==> config.mk <==
export PLATFORM = sky130hd
export DESIGN_NAME = can_busoff_recovery
export DESIGN_NICKNAME = d
export VERILOG_FILES = /design/src/rtl/can_busoff_recovery_pkg.sv /design/src/rtl/bo_run_counter.sv /design/src/rtl/bo_group_counter.sv /design/src/rtl/bo_control.sv /design/src/rtl/can_busoff_recovery.sv
export SDC_FILE = /design/constraint.sdc
export NUM_CORES = 1
export LEC_CHECK = 0
export BUFFER_PORTS_ARGS = -buffer_cell sky130_fd_sc_hd__buf_2
export CAP_MARGIN = 40
export CORE_MARGIN = 5
export CORE_UTILIZATION = 40
export DETAILED_ROUTE_END_ITERATION = 6
export SKIP_LAST_GASP = 1
export SLEW_MARGIN = 0
export SYNTH_ARGS = -nofsm -noshare
export SYNTH_HDL_FRONTEND = slang
export SYNTH_SLANG_ARGS = --single-unit
==> constraint.sdc <==
create_clock -name clk -period 2.06 [get_ports clk]
set_input_delay 0.103 -clock clk [delete_from_list [all_inputs] [get_ports clk]]
set_output_delay 0.103 -clock clk [all_outputs]
set_load 0.1 [all_outputs]
==> src/rtl/can_busoff_recovery_pkg.sv <==
package can_busoff_recovery_pkg;
   typedef enum logic [1:0] {
      BO_IDLE  = 2'd0,
      BO_WAIT  = 2'd1,
      BO_COUNT = 2'd2
   } bo_state_e;
endpackage

==> src/rtl/bo_run_counter.sv <==
module bo_run_counter #(
   parameter int RUN_LEN = 11,
   localparam int RUN_W = $clog2(RUN_LEN)
) (
   input  logic clk,
   input  logic rst_n,
   input  logic clr_i,
   input  logic step_i,
   input  logic recessive_i,
   output logic wrap_o
);
   logic [RUN_W-1:0] run_q;
   logic             at_end;

   initial begin
      assert (RUN_LEN >= 2) else $error("RUN_LEN must be at least 2");
   end

   assign at_end = (run_q == RUN_W'(RUN_LEN - 1));
   assign wrap_o = step_i && recessive_i && at_end;

   always_ff @(posedge clk or negedge rst_n) begin
      if (!rst_n) begin
         run_q <= '0;
      end else if (clr_i) begin
         run_q <= '0;
      end else if (step_i) begin
         if (!recessive_i || at_end) run_q <= '0;
         else                        run_q <= run_q + 1'b1;
      end
   end

   a_r5_run_in_range: assert property (@(posedge clk) disable iff (!rst_n)
      run_q <= RUN_W'(RUN_LEN - 1));
   a_r6_dominant_clears_run: assert property (@(posedge clk) disable iff (!rst_n)
      (step_i && !recessive_i) |=> (run_q == '0));
   a_r7_run_holds_without_strobe: assert property (@(posedge clk) disable iff (!rst_n)
      (!step_i && !clr_i) |=> $stable(run_q));
endmodule

==> src/rtl/bo_group_counter.sv <==
module bo_group_counter #(
   parameter int GROUPS = 128,
   localparam int GRP_W = $clog2(GROUPS + 1)
) (
   input  logic clk,
   input  logic rst_n,
   input  logic clr_i,
   input  logic inc_i,
   output logic last_o
);
   logic [GRP_W-1:0] grp_q;
   logic             full;

   initial begin
      assert (GROUPS >= 1) else $error("GROUPS must be at least 1");
   end

   assign full   = (grp_q == GRP_W'(GROUPS));
   assign last_o = inc_i && (grp_q == GRP_W'(GROUPS - 1));

   always_ff @(posedge clk or negedge rst_n) begin
      if (!rst_n) begin
         grp_q <= '0;
      end else if (clr_i) begin
         grp_q <= '0;
      end else if (inc_i && !full) begin
         grp_q <= grp_q + 1'b1;
      end
   end

   a_r8_group_saturates: assert property (@(posedge clk) disable iff (!rst_n)
      grp_q <= GRP_W'(GROUPS));
   a_r6_group_kept: assert property (@(posedge clk) disable iff (!rst_n)
      (!inc_i && !clr_i) |=> $stable(grp_q));
endmodule

==> src/rtl/bo_control.sv <==
module bo_control
   import can_busoff_recovery_pkg::*;
(
   input  logic clk,
   input  logic rst_n,
   input  logic enter_i,
   input  logic auto_i,
   input  logic start_i,
   input  logic last_i,
   output logic clr_o,
   output logic count_en_o,
   output logic busoff_o,
   output logic done_o
);
   bo_state_e state_q;

   assign clr_o      = (state_q == BO_IDLE) && enter_i;
   assign count_en_o = (state_q == BO_COUNT);
   assign busoff_o   = (state_q != BO_IDLE);

   always_ff @(posedge clk or negedge rst_n) begin
      if (!rst_n) begin
         state_q <= BO_IDLE;
         done_o  <= 1'b0;
      end else begin
         done_o <= 1'b0;
         unique case (state_q)
            BO_IDLE: begin
               if (enter_i) state_q <= auto_i ? BO_COUNT : BO_WAIT;
            end
            BO_WAIT: begin
               if (start_i || auto_i) state_q <= BO_COUNT;
            end
            BO_COUNT: begin
               if (last_i) begin
                  state_q <= BO_IDLE;
                  done_o  <= 1'b1;
               end
            end
            default: state_q <= BO_IDLE;
         endcase
      end
   end

   a_r4_idle_ignores_start: assert property (@(posedge clk) disable iff (!rst_n)
      (state_q == BO_IDLE && !enter_i) |=> (state_q == BO_IDLE));
   a_r3_wait_holds: assert property (@(posedge clk) disable iff (!rst_n)
      (state_q == BO_WAIT && !start_i && !auto_i) |=> (state_q == BO_WAIT));
   a_r9_reentry_ignored: assert property (@(posedge clk) disable iff (!rst_n)
      (state_q == BO_COUNT && !last_i) |=> (state_q == BO_COUNT));
endmodule

==> src/rtl/can_busoff_recovery.sv <==
module can_busoff_recovery #(
   parameter int   RUN_LEN       = 11,
   parameter int   GROUPS        = 128,
   parameter logic RECESSIVE_LVL = 1'b1
) (
   input  logic clk,
   input  logic rst_n,
   input  logic busoff_enter_i,
   input  logic bit_strobe_i,
   input  logic bit_value_i,
   input  logic auto_restart_i,
   input  logic sw_start_i,
   output logic busoff_o,
   output logic recovery_done_o
);
   logic clr, count_en, step, recessive, wrap, last;

   generate
      if (RECESSIVE_LVL) begin : g_rec_high
         assign recessive = bit_value_i;
      end else begin : g_rec_low
         assign recessive = !bit_value_i;
      end
   endgenerate

   assign step = count_en && bit_strobe_i;

   bo_control u_ctrl (
      .clk        (clk),
      .rst_n      (rst_n),
      .enter_i    (busoff_enter_i),
      .auto_i     (auto_restart_i),
      .start_i    (sw_start_i),
      .last_i     (last),
      .clr_o      (clr),
      .count_en_o (count_en),
      .busoff_o   (busoff_o),
      .done_o     (recovery_done_o)
   );

   bo_run_counter #(.RUN_LEN(RUN_LEN)) u_run (
      .clk         (clk),
      .rst_n       (rst_n),
      .clr_i       (clr),
      .step_i      (step),
      .recessive_i (recessive),
      .wrap_o      (wrap)
   );

   bo_group_counter #(.GROUPS(GROUPS)) u_grp (
      .clk    (clk),
      .rst_n  (rst_n),
      .clr_i  (clr),
      .inc_i  (wrap),
      .last_o (last)
   );

   a_r8_done_with_flag_low: assert property (@(posedge clk) disable iff (!rst_n)
      recovery_done_o |-> !busoff_o);
   a_r8_done_single: assert property (@(posedge clk) disable iff (!rst_n)
      recovery_done_o |=> !recovery_done_o);
   a_r8_done_after_busoff: assert property (@(posedge clk) disable iff (!rst_n)
      $rose(recovery_done_o) |-> $past(busoff_o));
   a_r2_enter_raises_flag: assert property (@(posedge clk) disable iff (!rst_n)
      (!busoff_o && busoff_enter_i) |=> busoff_o);
endmodule

* After elaboration in Yosys (flattened, before gate mapping) *
Index checks and enable logic that the tools add are counted.

storage, ports and cells
  bits in read-only memories = 0
  register bits after elaboration = 15
  bits in latches = 0
  output and inout bits = 2
  RAM bits = 0
  memories kept = 0
  input port bits = 7

cells by class
  muxes and demuxes = 12
  $lt $le $gt $ge = 0
  shifts and indexed selects = 0
  bitwise operators = 0
  div/mod/pow operators = 0
  multipliers = 0
  add/sub/neg operators = 2
  equal/unequal tests = 8
  reductions and logical operators = 15

operator list
  kind                                                    number
  2-to-1 mux 8 bit                                        2
  2-to-1 mux 4 bit                                        3
  adder 8 x 1 -> 8 bit (second input constant)            1
  equality test 8 x 7 -> 1 bit (second input constant)    1
  equality test 8 bit (second input constant)             1
  2-to-1 mux 2 bit                                        4
  logical AND 1 bit                                       6
  one-hot mux 2 bit (3 select lines)                      1
  nonzero test 2 bit                                      3
  adder 4 x 1 -> 4 bit (second input constant)            1
  equality test 4 bit (second input constant)             1
  inequality test 2 x 1 -> 1 bit (second input constant)  2
  AND reduction 3 bit                                     1
  equality test 2 x 1 -> 1 bit (second input constant)    1
  equality test 2 bit (second input constant)             1
  logical NOT 1 bit                                       2
  logical NOT 2 bit                                       1
  logical OR 1 bit                                        2
  2-to-1 mux 1 bit                                        2
  inequality test 2 bit (second input constant)           1

* Depth between registers and ports, before layout *
  word-level depth = 7
  gate-level depth with buffers = 6
  depth with buffers taken out = 6

* Cells and area by module *
From an unflattened synthesis, not the netlist that was laid out.

second synthesis, totals
  cell total of the unflattened synthesis = 88
  area total of the unflattened synthesis = 838.3 um^2

modules (own cells, without submodules)
  module               area an instance (um^2)  cells an instance  times used  sequential area each (um^2)
  bo_group_counter     437.9                    46                 1           200.2
  bo_run_counter       245.2                    26                 1           100.1
  bo_control           148.9                    15                 1           75.1
  can_busoff_recovery  6.3                      1                  1           0.0

* Least setup slack after synthesis *
Ideal clock, no wire load.

  path type = register -> register
  start = register u_run.run_q[0]
  end = register u_grp.grp_q[5]
  setup slack = 467 ps
  required time = 1940 ps
  data arrival time = 1473 ps
  stages on the path, launching flop included = 7
  path buffers = 0
  setup time = 120 ps
  cell sequence = dfrtp_1 inv_1 ha_1 nand4b_4 a211oi_2 a21oi_1 a31o_2

between the ends
  cells in the longest elaborated chain, start to end = 4

RTL lines
  element                              line                    text
  from (decl)                          bo_run_counter.sv:12    logic [RUN_W-1:0] run_q;
  from (signal assigned)               bo_run_counter.sv:29    else run_q <= run_q + 1'b1;
  equality test 4 bit                  bo_run_counter.sv:19    assign at_end = (run_q == RUN_W'(RUN_LEN - 1));
  logical AND 1 bit                    bo_run_counter.sv:20    assign wrap_o = step_i && recessive_i && at_end;
  logical AND 1 bit                    bo_group_counter.sv:26  end else if (inc_i && !full) begin
  nonzero test 2 bit (no source line)  n/a
  to (signal assigned)                 bo_group_counter.sv:27  grp_q <= grp_q + 1'b1;
  to (decl)                            bo_group_counter.sv:11  logic [GRP_W-1:0] grp_q;

No other way between the ends.
A chain may end at the register's enable or synchronous reset.

* Final worst setup path *
  start = register u_grp.grp_q[0]
  end = register u_grp.grp_q[5]

between the ends
  cells in the longest elaborated chain, start to end = 4
  elaborated cells on any way between the ends = 7

RTL lines
  element
  parallel branches: the longest is 4 deep, another holds adder 8 x 1 -> 8 bit

Parallel ways; which one is timed is not known. The select of a mux whose other input is x is not followed.

==> reports/qor_table.md <==
| Step | Item | This run |
|:---|:---|:---|
| clocking | TritonCTS clock tree | built |
| timing | Final Hold Vio Count | 0 |
| global routing | First-pass GRT wire length | 3042 um |
| detailed routing | Vias post-DR | 690 |
| detailed routing | Vias per Instance | 5.349 |
| placed design | Estimated wirelength of the detail-placed design | 1339 um |
| final layout | Post-synthesis to final-layout area growth | 11.58% |
| synth | Per-instance average area after synthesis | 10.81 um2 |
| global routing | Overflow left after global routing | 0 |
| timing | Min Tclk post-route | 1734 ps |
| synth | Cell accounting for the most synthesized area | sky130_fd_sc_hd__dfrtp_1 |
| clocking | Cts bufs inserted | 3 |
| floorplan | Standard cell core area | 2233 um2 |
| synth | Synth Cell Area | 950.9 um2 |
| final layout | Share of layout cells above drive strength 1 | 24.75% |
| final layout | Sequential cell area | 375.4 um2 |
| timing | Post-Route Hold Slack | 18.47 ps |
| global routing | Maximum number of pins on one net before global-route repair | 16 |
| placed design | IO buf count | 8 |
| final layout | Antenna diode instance count | 0 |
| timing | Final setup violating endpoints | 0 |
| synth | Gate Count Post-Synth | 88 |
| setup path | Kind of critical path | register to register |
| detailed routing | Total length of routed wires | 1811 um |
| synth | Register bit count reported by yosys | 15 |
| floorplan | Y dimension of the die | 58.76 um |
| final layout | Layout filler cell count | 222 |
| clocking | Clk root buf | sky130_fd_sc_hd__clkbuf_4 |
| synth | Most numerous cell types in the synthesized netlist | 15 x sky130_fd_sc_hd__dfrtp_1, 10 x sky130_fd_sc_hd__nor2_1, 6 x sky130_fd_sc_hd__xnor2_1 |
| timing | Setup repair after global routing missed its margin | no |
| setup path | Worst Setup SP | u_grp.grp_q[0] |
| status | Status | finished, final reports clean |
| detailed routing | Antenna-violating nets left | 0 |
| floorplan | Num ports | 9 |
| synth | Main area contributors after synthesis | sky130_fd_sc_hd__dfrtp_1 39%, sky130_fd_sc_hd__xnor2_1 5.5%, sky130_fd_sc_hd__ha_1 5.3% |
| synth | EDFF count, synth | 0 |
| min path | Min-delay src | auto_restart_i |
| synth | Sequential cell area fraction in the yosys report | 39.47% |
| detailed routing | Count of unresolved DRC violations after routing | 0 |
| clocking | Clock sinks | 15 |
| setup path | Sort of element at the start of the critical path | register |
| power and ir drop | Largest vdd supply drop | 0.0004716 V |
| final layout | Net count reported at finish | 113 |
| floorplan | Die Span X | 58.76 um |
| clocking | Clock-pin transition on the worst setup and hold timing paths | 90 ps |
| power and ir drop | Areal power density over the cells | 774.2 nW/um2 |
| clocking | Cts repair resizes | 0 |
| setup path | Maximum fanout along the worst path | 5 |
| timing | Total negative setup slack | 0 ps |
| floorplan | Standard-cell row count | 17 |
| min path | Worst hold path type | input pin to register |
| clocking | Clock Tree Buf Depth | 2 |
| placed design | Final weighted congestion of routability-driven global placement | 0.7229 |
| floorplan | Die ar. | 3452 um2 |
| setup path | Worst r2r src | u_grp.grp_q[0] |
| detailed routing | Starting DRC count in detailed routing | 7 |
| setup path | Crit end category | register |
| synth | Post-synth net total | 99 |
| detailed routing | Wire per inst | 14.04 um |
| final layout | Total area of multi-input combinational cells | 540.5 um2 |
| clocking | Number of H-tree levels | 1 |
| clocking | Latest clock arrival within the worst-skew pair | 280 ps |
| global routing | Number of global-route vias before repair | 664 |
| timing | Highest attainable clock frequency | 0.5766 GHz |
| setup path | Required time of the critical path | 2240 ps |
| detailed routing | First drt pass iteration count | 4 |
| setup path | Arrival @ worst endpoint | 1920 ps |
| synth | Synthesis warning total | 0 |
| timing | Slew Limit Fails | 0 |
| timing | Share of the clock period used by the worst path after layout | 84.18% |
| clocking | Setup fix buffers added after clock tree synthesis | 0 |
| synth | Yosys cell types | 34 |
| synth | Top FF cell, synth | sky130_fd_sc_hd__dfrtp_1 |
| synth | Most common cell in the synthesized netlist | sky130_fd_sc_hd__dfrtp_1 |
| power and ir drop | Leakage power summed over all cells | 0.0005096 uW |
| timing | Maximum clock skew at final layout | 5.855 ps |
| synth | Top-area cell type share of the netlist area | 39.47% |
| job | Number of max-cap violations | 0 |
| timing | Worst Tran Pin Value | 491.5 ps |
| clocking | Number of buffers inserted by hold repair at cts | 1 |
| global routing | Global-route usage over all layers | 11.62% |
| timing | Worst slew margin | 67.46% |
| global routing | Initial antenna violation count | 0 |
| floorplan | Starting density of the core | 42.58% |
| synth | Share of flip-flops with an asynchronous set or reset | 100.0% |
-- sequential cells by signal, summed over array words and instances (netlist names) --
name / flops
u_grp.grp_q: 8
u_run.run_q: 4
u_ctrl.state_q: 2
u_ctrl.done_o: 1
-- final cells by class --
class                   count  area share (%)
inverters                   5           1.769
multi-input cells          66           50.94
clock buffers               4           2.476
repair buffers             11           6.132
flip-flops and latches     15           35.38
well taps                  28           3.302
-- cell usage in the layout (no fill, tap or decap), drive strengths merged, types with 2 or more instances in the layout --
master   synthesis  layout
a21o             2       2
a2111oi          4       4
nor4b            3       3
mux2i            2       2
clkbuf           0       4
nor3             4       4
ha               4       4
nor4             2       2
dfrtp           15      15
nand2            3       3
a21oi            4       4
o31ai            2       2
nand3            4       4
nor2            10      10
xnor2            6       6
inv              5       5
buf              2      10
-- cells by family after synthesis --
| logic type | share of synthesized area [%] |
|---|---|
| fa+ha+maj | 5.263 |
| flops | 39.47 |
| xor+xnor | 5.526 |
| compound gates | 16.18 |
| buf+inv | 3.684 |
| simple gates | 27.77 |
| mux | 2.105 |
-- per-stage QoR --
stage          util, %  instance area [um2]  total power (uW)  std cells  setup WS, ps
2_1_floorplan        -                950.9             603.4         88         467.4
4_1_cts          47.51                 1061             834.2        129         327.6
3_3_place_gp     45.88                 1025             650.7        124         331.3
3_5_place_dp     45.88                 1025             656.6        124         337.9
6_report         47.51                 1061             821.4        129         325.8
5_1_grt          47.51                 1061             877.9        129         230.9
-- worst max-delay path: stages, from the launching register on --
cell and delay [ps]:
sky130_fd_sc_hd__dfrtp_1 430, sky130_fd_sc_hd__inv_1 80, sky130_fd_sc_hd__ha_1 210, sky130_fd_sc_hd__and4bb_4 220, sky130_fd_sc_hd__a211oi_2 350, sky130_fd_sc_hd__a21oi_1 120, sky130_fd_sc_hd__a31o_2 220
-- metal layers --
metal	track usage, %	wire (um)	vias up	share of wire [%]
met5	0	0	-	0
met4	2.913	14	0	0.77
met3	3.947	62	2	3.4
met2	18.77	871	6	48
met1	14.80	862	328	48
li1	-	-	354	-
-- where the power goes --
part	leakage [uW]	switching [uW]	internal, uW
Clock	0.0000150	95.0	75.2
Combinational	0.000289	188	94.1
Sequential	0.000206	47.4	322
-- worst paths after layout --
| check | endpoint | slack, ps | cells past startpoint |
|---|---|---|---|
| setup / recovery | u_grp.grp_q[5] | 330 | 6 |
| hold / removal | u_ctrl.state_q[0] | 20 | 2 |
| setup reg to reg | u_grp.grp_q[5] | 330 | 6 |
| hold reg to reg | u_ctrl.done_o | 530 | 1 |
| max in group asynchronous | u_run.run_q[0] | 1560 | 2 |
| min in group asynchronous | u_grp.grp_q[3] | 240 | 2 |
No activity file was read; power rests on OpenSTA's default activity.
